==> config.mk <==
export PLATFORM = sky130hd
export DESIGN_NAME = i2c_am
export DESIGN_NICKNAME = d
export VERILOG_FILES = /design/src/rtl/i2c_am_pkg.sv /design/src/rtl/i2c_am_busev.sv /design/src/rtl/i2c_am_regs.sv /design/src/rtl/i2c_am_cmp.sv /design/src/rtl/i2c_am.sv
export SDC_FILE = /design/constraint.sdc
export NUM_CORES = 1
export LEC_CHECK = 0
export BUFFER_PORTS_ARGS = -buffer_cell sky130_fd_sc_hd__clkbuf_2
export CAP_MARGIN = 5
export CORE_UTILIZATION = 42
export CTS_BUF_LIST = sky130_fd_sc_hd__clkbuf_8 sky130_fd_sc_hd__clkbuf_16
export CTS_CLUSTER_DIAMETER = 200
export CTS_CLUSTER_SIZE = 16
export DETAILED_ROUTE_END_ITERATION = 8
export GPL_TIMING_DRIVEN = 0
export SLEW_MARGIN = 40
export SYNTH_ARGS = -nofsm -noshare
export SYNTH_HDL_FRONTEND = slang
export SYNTH_SLANG_ARGS = --single-unit
==> constraint.sdc <==
create_clock -name clk -period 2.75 [get_ports clk]
set_input_delay 0.1375 -clock clk [delete_from_list [all_inputs] [get_ports clk]]
set_output_delay 0.1375 -clock clk [all_outputs]
set_load 0.02 [all_outputs]
==> src/rtl/i2c_am_pkg.sv <==
`timescale 1ns/1ps
package i2c_am_pkg;

    typedef enum logic [2:0] {
        ST_IDLE,
        ST_ADDR,
        ST_ADDR_ACK,
        ST_DATA,
        ST_DATA_ACK,
        ST_SKIP
    } am_state_e;

    // control bit positions (software visible)
    localparam int CTL_AA  = 2;
    localparam int CTL_SI  = 3;
    localparam int CTL_STO = 4;
    localparam int CTL_STA = 5;
    localparam int CTL_EN  = 6;

    localparam logic [7:0] CTL_IMPL = (8'(1) << CTL_AA) | (8'(1) << CTL_SI) |
                                      (8'(1) << CTL_STO) | (8'(1) << CTL_STA) |
                                      (8'(1) << CTL_EN);

    // register select map
    localparam int SEL_SET   = 0;
    localparam int SEL_CLR   = 1;
    localparam int SEL_ADDR0 = 2;

    localparam int BYTE_BITS = 8;

endpackage

==> src/rtl/i2c_am_busev.sv <==
`timescale 1ns/1ps
module i2c_am_busev (
    input  logic clk,
    input  logic rst_n,
    input  logic scl_i,
    input  logic sda_i,
    output logic scl_rise_o,
    output logic scl_fall_o,
    output logic start_o,
    output logic stop_o
);

    logic scl_d;
    logic sda_d;

    // idle bus is high on both lines
    always_ff @(posedge clk) begin
        if (!rst_n) begin
            scl_d <= 1'b1;
            sda_d <= 1'b1;
        end else begin
            scl_d <= scl_i;
            sda_d <= sda_i;
        end
    end

    assign scl_rise_o = scl_i & ~scl_d;
    assign scl_fall_o = ~scl_i & scl_d;
    assign start_o    = scl_i & scl_d & sda_d & ~sda_i;
    assign stop_o     = scl_i & scl_d & ~sda_d & sda_i;

endmodule

==> src/rtl/i2c_am_regs.sv <==
`timescale 1ns/1ps
module i2c_am_regs
    import i2c_am_pkg::*;
#(
    parameter int NUM_SLOTS = 4,
    parameter int ADDR_W    = 7,
    parameter int SEL_W     = 4
) (
    input  logic                               clk,
    input  logic                               rst_n,
    input  logic                               we_i,
    input  logic [SEL_W-1:0]                   sel_i,
    input  logic [7:0]                         wdata_i,
    input  logic                               si_set_i,
    output logic [7:0]                         ctrl_o,
    output logic [NUM_SLOTS-1:0][ADDR_W-1:0]   addr_o,
    output logic [NUM_SLOTS-1:0][ADDR_W-1:0]   mask_o,
    output logic [NUM_SLOTS-1:0]               gcen_o
);

    logic [7:0] ctrl_q;
    logic [7:0] set_v;
    logic [7:0] clr_v;

    always_comb begin
        set_v = '0;
        clr_v = '0;
        if (we_i && sel_i == SEL_W'(SEL_SET)) set_v = wdata_i & CTL_IMPL;
        if (we_i && sel_i == SEL_W'(SEL_CLR)) clr_v = wdata_i & CTL_IMPL;
        if (si_set_i)                         set_v[CTL_SI] = 1'b1;
    end

    // set takes priority over clear on the same bit
    always_ff @(posedge clk) begin
        if (!rst_n) ctrl_q <= '0;
        else        ctrl_q <= (ctrl_q & ~clr_v) | set_v;
    end

    assign ctrl_o = ctrl_q;

    generate
        for (genvar s = 0; s < NUM_SLOTS; s++) begin : g_slot
            localparam int ASEL = SEL_ADDR0 + s;
            localparam int MSEL = SEL_ADDR0 + NUM_SLOTS + s;
            logic [ADDR_W-1:0] a_q;
            logic [ADDR_W-1:0] m_q;
            logic              g_q;

            always_ff @(posedge clk) begin
                if (!rst_n) begin
                    a_q <= '0;
                    g_q <= 1'b0;
                end else if (we_i && sel_i == SEL_W'(ASEL)) begin
                    a_q <= wdata_i[ADDR_W:1];
                    g_q <= wdata_i[0];
                end
            end

            always_ff @(posedge clk) begin
                if (!rst_n)                                m_q <= '0;
                else if (we_i && sel_i == SEL_W'(MSEL))    m_q <= wdata_i[ADDR_W:1];
            end

            assign addr_o[s] = a_q;
            assign mask_o[s] = m_q;
            assign gcen_o[s] = g_q;
        end
    endgenerate

    AST_SI_HW_WINS: assert property (@(posedge clk) disable iff (!rst_n)
        si_set_i |=> ctrl_q[CTL_SI]);

    AST_CLR_TAKES_EFFECT: assert property (@(posedge clk) disable iff (!rst_n)
        (we_i && sel_i == SEL_W'(SEL_CLR) && wdata_i[CTL_EN]) |=> !ctrl_q[CTL_EN]);

endmodule

==> src/rtl/i2c_am_cmp.sv <==
`timescale 1ns/1ps
module i2c_am_cmp #(
    parameter int NUM_SLOTS = 4,
    parameter int ADDR_W    = 7,
    parameter int IDX_W     = 2
) (
    input  logic [ADDR_W-1:0]                  rx_addr_i,
    input  logic [NUM_SLOTS-1:0][ADDR_W-1:0]   addr_i,
    input  logic [NUM_SLOTS-1:0][ADDR_W-1:0]   mask_i,
    input  logic [NUM_SLOTS-1:0]               gcen_i,
    output logic                               hit_o,
    output logic [IDX_W-1:0]                   idx_o,
    output logic                               gc_o
);

    logic [NUM_SLOTS-1:0] hit_v;
    logic                 is_gc;

    assign is_gc = (rx_addr_i == '0);

    generate
        for (genvar s = 0; s < NUM_SLOTS; s++) begin : g_hit
            // masks are bypassed for the all-zero address
            assign hit_v[s] = is_gc ? gcen_i[s]
                                    : (((rx_addr_i ^ addr_i[s]) & ~mask_i[s]) == '0);
        end
    endgenerate

    // lowest index wins
    always_comb begin
        idx_o = '0;
        for (int s = NUM_SLOTS - 1; s >= 0; s--) begin
            if (hit_v[s]) idx_o = IDX_W'(s);
        end
    end

    assign hit_o = |hit_v;
    assign gc_o  = is_gc;

endmodule

==> src/rtl/i2c_am.sv <==
`timescale 1ns/1ps
module i2c_am
    import i2c_am_pkg::*;
#(
    parameter int NUM_SLOTS = 4,
    parameter int ADDR_W    = 7
) (
    input  logic                                 clk,
    input  logic                                 rst_n,
    input  logic                                 scl_i,
    input  logic                                 sda_i,
    input  logic                                 reg_we_i,
    input  logic [$clog2(2+2*NUM_SLOTS)-1:0]     reg_sel_i,
    input  logic [7:0]                           reg_wdata_i,
    output logic [7:0]                           ctrl_o,
    output logic [7:0]                           data_buf_o,
    output logic                                 ack_drive_o,
    output logic                                 addressed_o,
    output logic [$clog2(NUM_SLOTS)-1:0]         match_slot_o,
    output logic                                 gen_call_o
);

    localparam int SEL_W = $clog2(2 + 2*NUM_SLOTS);
    localparam int IDX_W = $clog2(NUM_SLOTS);
    localparam int CNT_W = $clog2(BYTE_BITS + 1);

    logic scl_rise, scl_fall, start_ev, stop_ev;

    i2c_am_busev u_busev (
        .clk        (clk),
        .rst_n      (rst_n),
        .scl_i      (scl_i),
        .sda_i      (sda_i),
        .scl_rise_o (scl_rise),
        .scl_fall_o (scl_fall),
        .start_o    (start_ev),
        .stop_o     (stop_ev)
    );

    logic [7:0]                         ctrl_q;
    logic [NUM_SLOTS-1:0][ADDR_W-1:0]   slot_addr;
    logic [NUM_SLOTS-1:0][ADDR_W-1:0]   slot_mask;
    logic [NUM_SLOTS-1:0]               slot_gcen;
    logic                               si_set;

    i2c_am_regs #(
        .NUM_SLOTS (NUM_SLOTS),
        .ADDR_W    (ADDR_W),
        .SEL_W     (SEL_W)
    ) u_regs (
        .clk      (clk),
        .rst_n    (rst_n),
        .we_i     (reg_we_i),
        .sel_i    (reg_sel_i),
        .wdata_i  (reg_wdata_i),
        .si_set_i (si_set),
        .ctrl_o   (ctrl_q),
        .addr_o   (slot_addr),
        .mask_o   (slot_mask),
        .gcen_o   (slot_gcen)
    );

    am_state_e             state_q, state_d;
    logic [CNT_W-1:0]      bitcnt_q;
    logic [BYTE_BITS-1:0]  shift_q;
    logic [BYTE_BITS-1:0]  rx_byte;
    logic [BYTE_BITS-1:0]  data_buf_q;
    logic                  ack_q;
    logic                  rw_q;
    logic [IDX_W-1:0]      slot_q;
    logic                  gc_q;
    logic                  bit8, bit9;
    logic                  cmp_hit, cmp_gc;
    logic [IDX_W-1:0]      cmp_idx;
    logic                  take_match;

    assign rx_byte = {shift_q[BYTE_BITS-2:0], sda_i};
    assign bit8    = scl_rise && (bitcnt_q == CNT_W'(BYTE_BITS - 1));
    assign bit9    = scl_rise && (bitcnt_q == CNT_W'(BYTE_BITS));

    i2c_am_cmp #(
        .NUM_SLOTS (NUM_SLOTS),
        .ADDR_W    (ADDR_W),
        .IDX_W     (IDX_W)
    ) u_cmp (
        .rx_addr_i (rx_byte[ADDR_W:1]),
        .addr_i    (slot_addr),
        .mask_i    (slot_mask),
        .gcen_i    (slot_gcen),
        .hit_o     (cmp_hit),
        .idx_o     (cmp_idx),
        .gc_o      (cmp_gc)
    );

    // next-state logic
    always_comb begin
        state_d    = state_q;
        si_set     = 1'b0;
        take_match = 1'b0;
        if (start_ev) begin
            state_d = ST_ADDR;
        end else if (stop_ev) begin
            state_d = ST_IDLE;
        end else begin
            unique case (state_q)
                ST_IDLE: ;
                ST_ADDR: begin
                    if (bit8) begin
                        if (ctrl_q[CTL_EN] && ctrl_q[CTL_AA] && cmp_hit) begin
                            state_d    = ST_ADDR_ACK;
                            take_match = 1'b1;
                        end else begin
                            state_d = ST_SKIP;
                        end
                    end
                end
                ST_ADDR_ACK: begin
                    if (bit9) begin
                        state_d = rw_q ? ST_SKIP : ST_DATA;
                        si_set  = 1'b1;
                    end
                end
                ST_DATA: begin
                    if (bit8) state_d = ctrl_q[CTL_AA] ? ST_DATA_ACK : ST_SKIP;
                end
                ST_DATA_ACK: begin
                    if (bit9) begin
                        state_d = ST_DATA;
                        si_set  = 1'b1;
                    end
                end
                ST_SKIP: ;
                default: state_d = ST_IDLE;
            endcase
        end
    end

    // state register
    always_ff @(posedge clk) begin
        if (!rst_n) state_q <= ST_IDLE;
        else        state_q <= state_d;
    end

    // bit counter, shifter and snoop buffer
    always_ff @(posedge clk) begin
        if (!rst_n) begin
            bitcnt_q   <= '0;
            shift_q    <= '0;
            data_buf_q <= '0;
        end else if (start_ev || stop_ev) begin
            bitcnt_q <= '0;
        end else if (scl_rise && state_q != ST_IDLE) begin
            if (bitcnt_q == CNT_W'(BYTE_BITS)) begin
                bitcnt_q   <= '0;
                data_buf_q <= shift_q;
            end else begin
                bitcnt_q <= bitcnt_q + 1'b1;
                shift_q  <= rx_byte;
            end
        end
    end

    // registered outputs
    always_ff @(posedge clk) begin
        if (!rst_n) begin
            ack_q  <= 1'b0;
            rw_q   <= 1'b0;
            slot_q <= '0;
            gc_q   <= 1'b0;
        end else begin
            if (start_ev || stop_ev) begin
                ack_q <= 1'b0;
            end else if (scl_fall) begin
                ack_q <= (state_q == ST_ADDR_ACK) || (state_q == ST_DATA_ACK);
            end
            if (take_match) begin
                slot_q <= cmp_idx;
                gc_q   <= cmp_gc;
                rw_q   <= rx_byte[0];
            end
        end
    end

    assign ctrl_o       = ctrl_q;
    assign data_buf_o   = data_buf_q;
    assign ack_drive_o  = ack_q;
    assign match_slot_o = slot_q;
    assign gen_call_o   = gc_q;
    assign addressed_o  = (state_q == ST_ADDR_ACK) || (state_q == ST_DATA) ||
                          (state_q == ST_DATA_ACK);

    AST_ACK_IN_TRANSFER: assert property (@(posedge clk) disable iff (!rst_n)
        ack_drive_o |-> (state_q != ST_IDLE));

    AST_ACK_SCL_LOW: assert property (@(posedge clk) disable iff (!rst_n)
        $rose(ack_drive_o) |-> !$past(scl_i));

    AST_ADDR_GATED: assert property (@(posedge clk) disable iff (!rst_n)
        $rose(addressed_o) |-> $past(ctrl_o[CTL_EN] && ctrl_o[CTL_AA]));

    AST_IDLE_BUF_HOLD: assert property (@(posedge clk) disable iff (!rst_n)
        (state_q == ST_IDLE) |=> $stable(data_buf_o));

endmodule

# Word level (Yosys, flattened, before mapping)
# Cells that the tools add are included.
# W data, S select, Z words.
[classes]
add_sub_neg = 1
eq_ne = 25
muxes = 31
bitwise = 30
reduce_logical = 36
[op_table]
columns = ["op", "count"]
rows = [
  ["$logic_not A7 Y1", 5],
  ["$and A7 B7 Y7", 4],
  ["$not A7 Y7", 4],
  ["$xor A7 B7 Y7", 4],
  ["$eq A4 B3 Y1 const B", 5],
  ["$mux W3", 6],
  ["$mux W1", 17],
  ["$ne A4 B4 Y1 const B", 4],
  ["$logic_and A1 B1 Y1", 15],
  ["$pmux W3 S5", 1],
  ["$mux W7", 2],
  ["$eq A4 B4 Y1 const B", 3],
  ["$reduce_and A5 Y1", 2],
  ["$and A8 B8 Y8", 1],
  ["$eq A4 B2 Y1 const B", 2],
  ["$mux W2", 4],
  ["$ne A2 B2 Y1 const B", 4],
  ["$not A1 Y1", 8],
  ["$not A8 Y8", 1],
  ["$or A8 B8 Y8", 1],
  ["$and A1 B1 Y1", 7],
  ["$eq A3 B2 Y1 const B", 2],
  ["$eq A3 B3 Y1 const B", 2],
  ["$reduce_and A3 Y1", 2],
  ["12 further kinds", 17],
]
[totals]
reg_bits = 98
out_inout_bits = 21
elab_cells = 147

# Depth between registers and ports, before layout
# Gate-level depths: netlist of run 1.
[depth]
ltp_word = 11
mapped_depth = 8

# Hierarchy
# Synthesis of run 1 repeated with hierarchy kept, for this count alone.
[hier_totals]
hier_cells = 482
hier_area_um2 = 4536.9
[by_module_without_submodules]
columns = ["module", "instances", "cells_per_inst", "area_each_um2", "seq_area_each_um2"]
rows = [
  ["i2c_am_regs", 1, 248, 2513.7, 1301.2],
  ["i2c_am", 1, 154, 1381.3, 560.5],
  ["i2c_am_cmp", 1, 72, 556.8, 0.0],
  ["i2c_am_busev", 1, 8, 85.1, 40.0],
]

# Worst setup path after synthesis of run 1
# Ideal clock, no wire load.
[synth_path]
path_type = "reg-to-reg"
startpoint = "register shift_q[2]"
endpoint = "register state_q[1]"
setup_ps = 119
arrival_time_ps = 1895
required_ps = 2631
path_slack_ps = 736
stages_incl_launch_ff = 8
path_buffers = 1
synth_period_minus_slack_ps = 2014
cell_sequence = "dfxtp_1 > buf_6 > or4_4 > o22ai_2 > nor4_1 > nor3_4 > a2111oi_2 > o221a_1"
[synth_between]
elab_chain_cells = 9
word_cells_on_any_way = 22
[synth_rtl]
columns = ["item", "line", "text"]
rows = [
  ["start: declaration", "i2c_am.sv:65", "logic [BYTE_BITS-1:0] shift_q;"],
  ["start signal: assignment", "i2c_am.sv:158", "shift_q <= rx_byte;"],
  ["$xor A7 B7 Y7", "i2c_am_cmp.sv:25", ": (((rx_addr_i ^ addr_i[s]) & ~mask_i[s]) == '0);"],
  ["$and A7 B7 Y7", "i2c_am_cmp.sv:25", ""],
  ["$logic_not A7 Y1", "i2c_am_cmp.sv:25", ""],
  ["$mux W1", "i2c_am_cmp.sv:24", "assign hit_v[s] = is_gc ? gcen_i[s]"],
  ["$reduce_or A4 Y1 *", "i2c_am_cmp.sv:37", "assign hit_o = |hit_v;"],
  ["$logic_and A1 B1 Y1 *", "i2c_am.sv:109", "if (ctrl_q[CTL_EN] && ctrl_q[CTL_AA] && cmp_hit) begin"],
  ["$mux W3 *", "i2c_am.sv:109", ""],
  ["$mux W3 *", "i2c_am.sv:108", "if (bit8) begin"],
  ["$pmux W3 S5 *", "i2c_am.sv:105", "unique case (state_q)"],
  ["end signal: assignment", "i2c_am.sv:141", "else state_q <= state_d;"],
  ["end: declaration", "i2c_am.sv:63", "am_state_e state_q, state_d;"],
]
# Mark *: on every way between the ends. The rest lies on a longest branch, timed or not. The select of a mux whose other input is x is not followed.
# A chain may end at the register's enable or synchronous reset.

# Worst setup path in the final report of run 1
[layout_path]
startpoint = "register state_q[1]"
endpoint = "register shift_q[7]"
[layout_between]
elab_chain_cells = 3
[layout_rtl]
columns = ["item", "line", "text"]
rows = [
  ["$reduce_bool A3 Y1", "i2c_am.sv:152", "end else if (scl_rise && state_q != ST_IDLE) begin"],
  ["$logic_and A1 B1 Y1", "i2c_am.sv:152", ""],
  ["$reduce_and A3 Y1 (no line)", "n/a", ""],
]
# No other way between the ends.

==> summary.md, run 1 <==
| Metric | Value |
|---|---|
| Outcome | `complete, no violations` |
| Post-synthesis register bit count | `95` |
| Setup bufs post-CTS | `0` |
| F_max | `444 MHz` |
| Hold_ws | `approximately 0.0096 ns` |
| GRT Resource Usage Total | `20.1%` |
| Internal cell power | `1.81 mW` |
| Maximum vdd drop | `0.000328 V` |
| Fin. max-slew vios | `0` |
| Clk_lat worst skew | `0.36 ns` |
| Area post-placement | `4710 µm²` |
| Post-synth EDFFs | `0` |
| Clk root buf | `clkbuf_8` |
| Total wire length | `10.4 mm` |
| Crit-path cells | `clkbuf_1 -> nor3_1 -> nor2_1 -> and2_1 -> clkbuf_1 -> mux2i_1 -> nor2_1` |
| Vias per cell | `5.16` |
| Critical Path Max Stage Delay | `approximately 0.52 ns` |
| Fin area | `4890 µm²` |
| Initial core utilization | `44.1%` |
| Vias | `3,366` |
| # port buffers | `27` |
| TritonCTS Buffers | `9` |
| Synth cell types | `53` |
| Hold Crit Class | `in2reg` |
| Die Ht | `104 µm` |
| Routed len/inst | `15.9 µm` |
| Post-synthesis simple-gate area fraction | `18.2%` |
| Average size of a mapped cell | `about 9 µm²` |
| Final-report hold violation count | `0` |
| GRT Max-Usage Layer | `met2` |
| Largest family of logic cells by synthesized area | `simple AND/OR/NAND/NOR gates` |
| Rel. slew slack | `about 45%` |
| Asr flop ratio synth | `0%` |
| Ys flop type | `dfxtp_1` |
| Sequential share of power | `57.4%` |
| Io pins | `38` |
| Final nets | `533` |
| Synth Area in Compound Gates | `10.2%` |
| Multiplexer share of the synthesized area | `16.2%` |
| Clk_skew | `0.00729 ns` |
| Post-layout min period | `2.25 ns` |
| Lkg Pwr | `1.83 nW` |
| RSZ-0062 raised after global routing | `no` |
| Number of inserted diodes | `0` |
| CP endpoint kind | `flip-flop` |
| Clock power share | `35.6%` |
| Crit Path Category | `reg2reg` |
| Synth top area share | `between 40% and 50%` |
| Final critical-path share of the clock period | `81.8%` |
| Met3 Use GR | `4.57%` |
| WP data arrival | `2.48 ns` |
| M2 GR Usage | `33.8%` |
| Rows | `36` |
| CTS tree | `done` |
| Post-Synth XOR/XNOR Area | `6.19%` |
| Crit-path max FO | `10` |
| Final setup fails | `0` |
| Cell count after synthesis | `474` |
| Switch Pwr | `between 0.6 and 0.7 mW` |
| Core ar. | `9950 µm²` |
| PD cells | `499 nW/µm²` |
| Clock sink count | `95` |
| GP Congestion | `around 0.79` |
| Detailed Routing Iterations Pass 1 | `4` |
| Vias in the first global route | `between 3k and 4k` |
| # hold bufs at CTS | `0` |
| Critical path's slowest cell | `clkbuf_1` |
| Top cells by count, synth | `dfxtp_1 (95), nor2_1 (88), mux2i_1 (71)` |
| Fillers | `978` |
| Met1 usage | `26.1%` |
| Clock transition at path regs | `0.10 ns` |
| Remaining global-route overflow | `0` |
| Adder-cell share of the synthesized area | `0.571%` |
| Initial antenna violation count | `0` |
| Count leader, synth | `dfxtp_1` |
| Die Area | `10,900 µm²` |
| R2r setup slk | `0.50 ns` |
| Die width | `104 µm` |
| Max cap viols | `0` |
| Post-CTS Resized | `0` |
| Startpoint class of the critical path | `flip-flop` |
| Worst slew pin tran | `slightly above 0.8 ns` |
| Dpl cells | `~640` |
| DR DRC count | `0` |
| Layout cells sized above 1 | `13.7%` |
| Largest net degree at the start of global routing | `17` |
| Combinational Power Share | `under 10%` |
| CP required | `2.98 ns` |
| Synth warn | `0` |
| Sw Share | `26.0%` |
| First-pass GRT wire length | `16.9 mm` |
| Synth area leaders | `dfxtp_1 (43%), mux2i_1 (16%), nor2_1 (7.5%), xnor2_1 (5.8%), nand2_1 (3.3%)` |
| Util after Layout | `49.1%` |
| Dominant cell type by area after synthesis | `dfxtp_1` |
| Setup TNS | `0 ns` |
| Final std cells w/o fill | `approximately 650` |
| Post-DRT Antenna Nets | `0` |
| HPWL Detailed | `7.26 mm` |
| Htree depth | `3` |
| Sequential area share after synthesis | `43.4%` |
| Mapped Area | `between 4000 and 5000 µm²` |
| Post-synthesis to final-layout area growth | `11.5%` |
| Initial drt markers | `about 170` |
| Clock Path Buffers | `2` |
[metal layers]
layer,routed length [µm],vias up,share of wire [%]
li1,-,1695,-
met1,5040,1608,48
met2,4910,58,47
met3,373,5,3.6
met4,68,0,0.65
met5,0,-,0
[layout by cell type, fill, tap and decap left out, drive strengths merged, types with 2 or more instances in the layout]
master / n
nor3: 8
inv: 8
nor2b: 2
clkinvlp: 2
o21ai: 9
xor2: 2
mux2i: 71
or4: 2
o221a: 2
o21a: 3
ha: 2
nand2b: 10
xnor2: 29
a311oi: 2
a31oi: 2
nor4: 5
a21oi: 20
conb: 3
nand3: 3
dfxtp: 95
nor2: 89
or3: 4
nand4: 2
o22ai: 17
clkbuf: 57
nand2: 39
buf: 16
[critical path: cells and delay by family, from the launching register on]
family | cells | cell delay, ns
buffers and inverters | 2 | 0.88
flip-flops | 1 | 0.32
AND/OR/NAND/NOR | 4 | 0.66
multiplexers | 1 | 0.25
[power groups by stage]
stage / clock network [mW] / logic, mW / registers (mW)
after floorplan: 0 / 0.115 / 1.43
after global placement: 0 / 0.166 / 1.43
after detailed placement: 0 / 0.170 / 1.43
after CTS: 0.893 / 0.170 / 1.40
after global routing: 0.959 / 0.187 / 1.40
final: 0.870 / 0.170 / 1.40
[registers in the layout (all words and copies together) (netlist names), 2 cells and up]
register / flops
shift_q: 8
data_buf_o: 8
u_regs.g_slot.g_q: 4
state_q: 3
bitcnt_q: 4
u_regs.g_slot.a_q: 28
match_slot_o: 2
u_regs.g_slot.m_q: 28
u_regs.ctrl_o: 5
[cell families after synthesis]
logic type	count (synthesis)
AOI/OAI and AO/OA	65
muxes	71
DFF	95
and+or+nand+nor	168
adders and majority gates	2
other	1
xor gates and xnor gates	31
buffers and inverters	41
[metrics by stage]
step,total power [mW],setup WS (ns)
2_1_floorplan,1.55,0.736
3_3_place_gp,1.60,0.555
3_5_place_dp,1.60,0.538
5_1_grt,2.55,0.273
6_report,2.44,0.499
4_1_cts,2.46,0.518
[worst paths after layout]
check / endpoint / depth (start not counted) / from
max reg2reg: shift_q[7] / 7 / state_q[1]
max: shift_q[7] / 7 / state_q[1]
min reg2reg: data_buf_o[0] / 2 / data_buf_o[0]
min: u_busev.scl_d / 2 / rst_n
[layout make-up]
type	count	area [µm²]	share of cell area (%)
multi-input cells	340	2280	46.6
flip-flops and latches	95	1900	38.9
plain buffers	36	209	4.27
well taps	133	166	3.40
clock buffers	10	138	2.81
repair buffers	27	135	2.76
clock inverters	6	43.8	0.896
inverters	5	18.8	0.384
Power figures use the tool's default switching activity.
==> inputs of run 2 (changes only) <==
ABC_AREA = 1   (was default)
clock period = 2.01 ns   (was 2.75 ns; I/O delays follow)
==> summary.md, run 2 <==
| Metric | Value |
|---|---|
| Final nets | `685 (was 533)` |
| Ys flop type | `dfxtp_1 (unchanged)` |
| Startpoint class of the critical path | `flip-flop (unchanged)` |
| Initial drt markers | `298 (was 173)` |
| Number of inserted diodes | `0 (unchanged)` |
| Area occupied by multi-input gates | `2100 µm² (was 2280 µm²)` |
| Initial core utilization | `43.1% (was 44.1%)` |
| Biggest regs | `u_regs.g_slot.a_q (28), u_regs.g_slot.m_q (28) (unchanged)` |
| Dominant cell type by area after synthesis | `dfxtp_1 (unchanged)` |
| Post-synthesis to final-layout area growth | `13.2% (was 11.5%)` |
| CP required | `2.31 ns (was 2.98 ns)` |
| Clk root buf | `clkbuf_8 (unchanged)` |
| Die Ht | `105 µm (was 104 µm)` |
| Sequential area share after synthesis | `42.9% (was 43.4%)` |
| Io pins | `38 (unchanged)` |
| Clock Path Buffers | `2 (unchanged)` |
| GRT Resource Usage Total | `22.6% (was 20.1%)` |
| Detailed Routing Iterations Pass 1 | `7 (was 4)` |
| Final critical-path share of the clock period | `88.3% (was 81.8%)` |
| Clock transition at path regs | `0.10 ns (about the same)` |
| CTS tree | `done (unchanged)` |
| Clk_skew | `0.0192 ns (was 0.00729 ns)` |
| Final setup fails | `0 (unchanged)` |
| Outcome | `complete, no violations (unchanged)` |
| Rows | `37 (was 36)` |
| Most frequent cells in the layout | `nand2_1 (110), dfxtp_1 (95), o21ai_0 (85) (was dfxtp_1 (95), nor2_1 (86), mux2i_1 (71))` |
| Core ar. | `10,300 µm² (was 9950 µm²)` |
| F_max | `564 MHz (was 444 MHz)` |
| Rel. slew slack | `59.8% (was 44.6%)` |
| Max cap viols | `0 (unchanged)` |
| HPWL Detailed | `8.57 mm (was 7.26 mm)` |
| Average size of a mapped cell | `7.17 µm² (was 9.25 µm²)` |
| Util after Layout | `48.8% (was 49.1%)` |
| First-pass GRT wire length | `19.3 mm (was 16.9 mm)` |
| Top cells by count, synth | `nand2_1 (110), dfxtp_1 (95), o21ai_0 (85) (was dfxtp_1 (95), nor2_1 (88), mux2i_1 (71))` |
| Synth cell types | `38 (was 53)` |
| Most common cell after layout, fill and taps aside | `nand2_1 (was dfxtp_1)` |
| Largest net degree at the start of global routing | `17 (unchanged)` |
| Synth top area share | `42.9% (was 43.4%)` |
| Dpl cells | `789 (was 636)` |
| Htree depth | `3 (unchanged)` |
| Maximum vdd drop | `0.000309 V (was 0.000328 V)` |
| Remaining global-route overflow | `0 (unchanged)` |
| Clock sink count | `95 (unchanged)` |
| Die Area | `11,000 µm² (was 10,900 µm²)` |
| Hold_ws | `0.0235 ns (was 0.00960 ns)` |
| RSZ-0062 raised after global routing | `no (unchanged)` |
| Routed len/inst | `14.6 µm (was 15.9 µm)` |
| Initial antenna violation count | `0 (unchanged)` |
| Final-report hold violation count | `0 (unchanged)` |
| Cell count after synthesis | `618 (was 474)` |
| GP Congestion | `0.836 (was 0.786)` |
| TritonCTS Buffers | `9 (unchanged)` |
| Sequential cell area | `1900 µm² (unchanged)` |
| Die width | `105 µm (was 104 µm)` |
| Synth warn | `0 (unchanged)` |
| Vias per cell | `5.12 (was 5.16)` |
| Lkg Pwr | `2.17 nW (was 1.83 nW)` |
| Count leader, synth | `nand2_1 (was dfxtp_1)` |
| Asr flop ratio synth | `0% (unchanged)` |
| WP data arrival | `2.08 ns (was 2.48 ns)` |
| # port buffers | `33 (was 27)` |
| Worst slew pin tran | `0.602 ns (was 0.824 ns)` |
| Post-synth EDFFs | `0 (unchanged)` |
| Fin area | `5010 µm² (was 4890 µm²)` |
| Setup TNS | `0 ns (unchanged)` |
| Post-layout min period | `1.77 ns (was 2.25 ns)` |
| Power, Total | `3.89 mW (was 2.44 mW)` |
| Post-DRT Antenna Nets | `0 (unchanged)` |
| Final std cells w/o fill | `807 (was 652)` |
| Crit-path max FO | `10 (unchanged)` |
| Vias | `4,135 (was 3,366)` |
| PD cells | `777 nW/µm² (was 499 nW/µm²)` |
| Fillers | `1,077 (was 978)` |
| Mapped Area | `4430 µm² (was 4390 µm²)` |
| Area post-placement | `4770 µm² (was 4710 µm²)` |
| Clk_lat worst skew | `0.37 ns (was 0.36 ns)` |
| Crit Path Category | `reg2reg (unchanged)` |
| Synth area leaders | `dfxtp_1 (43%), o21ai_0 (9.6%), nand2_1 (9.3%), a21oi_1 (9.3%), nor2_1 (6.6%) (was dfxtp_1 (43%), mux2i_1 (16%), nor2_1 (7.5%), xnor2_1 (5.8%), nand2_1 (3.3%))` |
| Final WS setup | `0.236 ns (was 0.499 ns)` |
| Post-synthesis register bit count | `95 (unchanged)` |
| Hold Crit Class | `in2reg (unchanged)` |
| Layout cells sized above 1 | `14.8% (was 13.7%)` |
| Setup WS pre-CTS | `0.183 ns (was 0.538 ns)` |
| Fin. max-slew vios | `0 (unchanged)` |
| DR DRC count | `0 (unchanged)` |
| Total wire length | `11.8 mm (was 10.4 mm)` |
| Vias in the first global route | `3,852 (was 3,191)` |
| CP endpoint kind | `flip-flop (unchanged)` |
[run 2: cell count changes in the layout (fill, tap and decap cells not counted), moves of 14 or more]
cell     previous run  this run
o22ai_1            14         0
mux2i_1            71         0
o21ai_0             9        85
a21oi_1            19        82
xnor2_1            29         0
inv_1               5        57
nand2_1            39       110
[run 2: path summary, 6_finish.rpt]
check	from	slack (ns)	cells past startpoint	endpoint
worst min register to register	u_regs.g_slot[1].g_q	0.46	2	u_regs.g_slot[1].g_q
worst max-delay path	shift_q[6]	0.24	14	state_q[2]
worst min-delay path	reg_wdata_i[5]	0.02	3	u_regs.ctrl_o[5]
worst max register to register	shift_q[6]	0.24	14	state_q[2]
[run 2: area by class of cell]
| class | instances | share of cell area (%) |
|---|---|---|
| Multi-Input combinational cell | 428 | 41.9 |
| Clock buffer | 9 | 2.47 |
| Buffer | 31 | 3.84 |
| Inverter | 66 | 4.94 |
| Sequential cell | 95 | 37.9 |
| Tap cell | 136 | 3.39 |
| Timing Repair Buffer | 35 | 3.64 |
| Clock inverter | 7 | 1.87 |
[run 2: what timing repair did]
| item | in CTS | in global routing |
|---|---|---|
| endpoints found under the setup margin | 0 | 5 |
| setup buffers | 0 | 1 |
| hold buffers | 0 | 1 |
| hold endpoints to repair | 0 | 1 |
| gates resized for setup | 0 | 2 |
[run 2: where the power goes]
part / total, mW / internal [mW] / switching [mW] / leakage [nW]
clock network: 1.40 / 0.704 / 0.700 / 0.111
logic: 0.542 / 0.177 / 0.365 / 1.29
registers: 1.95 / 1.92 / 0.0246 / 0.769
total: 3.89 / 2.80 / 1.09 / 2.17
[run 2: metal layers]
layer	GRT usage [%]	up-vias	part of all wire (%)
met5	0	-	0
met4	7.14	0	1.3
met3	2.87	14	5.6
met2	36.8	110	46
met1	31.1	1911	47
li1	-	2100	-
[run 2: cells by family (layout without fill, tap and decap cells)]
group                      after synthesis  after routing  synth area share [%]
and+or+nand+nor                        242            242                  25.5
AOI/OAI and AO/OA                      181            181                  21.0
other                                    1              3                0.0847
DFF                                     95             95                  42.9
buffers and inverters                   97            148                  9.89
adders and majority gates                2              2                 0.565
[run 2: critical path, cell delays in order (launching register included)]
cell and delay [ns]:
dfxtp_1 0.31, clkbuf_4 0.20, inv_2 0.12, nand2_4 0.09, o21ai_1 0.13, nor2_1 0.06
nand2_1 0.08, nand2_1 0.14, nor2_4 0.13, nand2_4 0.07, nand2_1 0.06, nand2_1 0.06
nand2_1 0.07, nand2_1 0.07, a21oi_2 0.10
==> inputs of run 3 (changes only) <==
BUFFER_PORTS_ARGS = default   (was -buffer_cell sky130_fd_sc_hd__clkbuf_2)
CORE_UTILIZATION = 45   (was 42)
DONT_BUFFER_PORTS = 1   (was default)
==> summary.md, run 3 (synthesized netlist as in run 2, its figures left out) <==
| Metric | Value |
|---|---|
| Initial core utilization | `47.2% (was 43.1%)` |
| Worst flop-to-flop path startpoint | `shift_q[6] (unchanged)` |
| Clk root buf | `clkbuf_8 (unchanged)` |
| Clock Path Buffers | `2 (unchanged)` |
| Largest net degree at the start of global routing | `17 (unchanged)` |
| Remaining global-route overflow | `0 (unchanged)` |
| Rel. slew slack | `46.7% (was 59.8%)` |
| PD cells | `745 nW/µm² (was 777 nW/µm²)` |
| CP required | `2.27 ns (was 2.31 ns)` |
| Post-layout min period | `1.86 ns (was 1.77 ns)` |
| Vias per cell | `5.20 (was 5.12)` |
| CTS tree | `done (unchanged)` |
| Detailed Routing Iterations Pass 1 | `6 (was 7)` |
| Layout cells sized above 1 | `10.1% (was 14.8%)` |
| Final nets | `660 (was 685)` |
| Final setup fails | `0 (unchanged)` |
| Most frequent cells in the layout | `nand2_1 (110), dfxtp_1 (95), o21ai_0 (85) (unchanged)` |
| Number of inserted diodes | `0 (unchanged)` |
| Post-synthesis to final-layout area growth | `10.1% (was 13.2%)` |
| Htree depth | `3 (unchanged)` |
| Worst hold start | `scl_i (was reg_wdata_i[5])` |
| GP Congestion | `0.875 (was 0.836)` |
| DR DRC count | `0 (unchanged)` |
| Die Area | `10,200 µm² (was 11,000 µm²)` |
| Hold path endpoint | `shift_q[7] (was u_regs.ctrl_o[5])` |
| Core ar. | `9370 µm² (was 10,300 µm²)` |
| TritonCTS Buffers | `9 (unchanged)` |
| Hold path depth | `4 (was 3)` |
| Post-DRT Antenna Nets | `0 (unchanged)` |
| WP data arrival | `2.12 ns (was 2.08 ns)` |
| Fin. max-slew vios | `0 (unchanged)` |
| Fin area | `4870 µm² (was 5010 µm²)` |
| Clk_skew | `0.0208 ns (was 0.0192 ns)` |
| Die Ht | `101 µm (was 105 µm)` |
| Dpl cells | `749 (was 789)` |
| Vias | `4,032 (was 4,135)` |
| Biggest regs | `u_regs.g_slot.a_q (28), u_regs.g_slot.m_q (28) (unchanged)` |
| First-pass GRT wire length | `18.8 mm (was 19.3 mm)` |
| Initial drt markers | `196 (was 298)` |
| Final critical-path share of the clock period | `92.4% (was 88.3%)` |
| Io pins | `38 (unchanged)` |
| Util after Layout | `52.0% (was 48.8%)` |
| Maximum vdd drop | `0.000324 V (was 0.000309 V)` |
| Power, Total | `3.63 mW (was 3.89 mW)` |
| Crit-path max FO | `10 (unchanged)` |
| Worst slew pin tran | `0.791 ns (was 0.602 ns)` |
| Clock sink count | `95 (unchanged)` |
| Hold Crit Class | `in2reg (unchanged)` |
| Area post-placement | `4600 µm² (was 4770 µm²)` |
| R2R depth | `14 (unchanged)` |
| Initial antenna violation count | `0 (unchanged)` |
| CP endpoint kind | `flip-flop (unchanged)` |
| Most common cell after layout, fill and taps aside | `nand2_1 (unchanged)` |
| HPWL Detailed | `8.36 mm (was 8.57 mm)` |
| Clk_lat worst skew | `0.38 ns (was 0.37 ns)` |
| Rows | `35 (was 37)` |
| Lkg Pwr | `2.04 nW (was 2.17 nW)` |
| Reg2Reg Capture Point | `state_q[0] (was state_q[2])` |
| Final std cells w/o fill | `775 (was 807)` |
| R2r setup slk | `0.15 ns (was 0.24 ns)` |
| Vias in the first global route | `3,658 (was 3,852)` |
| Die width | `101 µm (was 105 µm)` |
| Startpoint class of the critical path | `flip-flop (unchanged)` |
| Setup bufs post-CTS | `0 (unchanged)` |
| Crit Path Category | `reg2reg (unchanged)` |
| Setup TNS | `0 ns (unchanged)` |
| Max cap viols | `0 (unchanged)` |
| Outcome | `complete, no violations (unchanged)` |
| Total wire length | `11.7 mm (was 11.8 mm)` |
| GRT Resource Usage Total | `24.6% (was 22.6%)` |
| Clock transition at path regs | `0.10 ns (about the same)` |
| Final-report hold violation count | `0 (unchanged)` |
| # port buffers | `0 (was 33)` |
| F_max | `538 MHz (was 564 MHz)` |
| Routed len/inst | `15.1 µm (was 14.6 µm)` |
==> run 3: cell count changes in the layout (fill, tap and decap cells not counted), sizes merged <==
cell / delta
clkinv: +2
dlygate4sd3: +9
clkbuf: -34
bufinv: -2
==> run 3: timing repair <==
item                                   4_1_cts  5_1_grt
endpoints found under the hold margin       30        0
setup endpoints to repair                    0        3
hold buffers                                10        0
gates resized for setup                      0        1
==> run 3: metrics by stage <==
step / worst slack, ns / hold slack [ns]
5_1_grt: -0.0133 / 0.00358
6_report: 0.152 / 0.0131
3_5_place_dp: 0.153 / 0.207
2_1_floorplan: 0.456 / 0.197
4_1_cts: 0.118 / 0.00763
3_3_place_gp: 0.218 / 0.202
==> run 3: final cells by class <==
type	instances	area, µm²
Fill cell	964	4500
Buffer	31	190
Sequential cell	95	1900
Clock inverter	7	47.5
Tap cell	129	161
Multi-Input combinational cell	428	2100
Clock buffer	9	124
Timing Repair Buffer	10	100
Inverter	66	248
==> run 3: worst max path at each step <==
stage	start	end	depth (start not counted)
after floorplan	bitcnt_q[1]	state_q[0]	11
after global placement	bitcnt_q[1]	state_q[0]	11
after detailed placement	bitcnt_q[1]	state_q[0]	11
after CTS	bitcnt_q[1]	state_q[0]	11
after global routing	bitcnt_q[1]	state_q[0]	11
final	shift_q[6]	state_q[0]	14
==> run 3: metal layers <==
layer  share of wire (%)  track usage [%]  wire length, µm  vias up
met5                   0                0                0        -
met4                 2.7             10.4              317        0
met3                 7.0             5.52              817       24
met2                  44             39.0             5200      121
met1                  46             32.4             5380     1841
li1                    -                -                -     2046
==> run 3: worst max-delay path: stages (launching register included) <==
cell and delay [ns]:
dfxtp_1 0.31, buf_2 0.28, inv_2 0.11, nand2_4 0.13, o21ai_1 0.08, nor2_1 0.12, nand2_1 0.09, nand2_1 0.20
nor2_4 0.05, nand2_4 0.08, nand2_1 0.05, nand2_1 0.08, nand2_1 0.06, nand2_1 0.07, a21oi_2 0.05
==> run 3: where the power goes <==
group / internal [mW] / switching (mW)
Clock: 0.452 / 0.699
Sequential: 1.92 / 0.0264
Combinational: 0.177 / 0.352
Total: 2.55 / 1.08
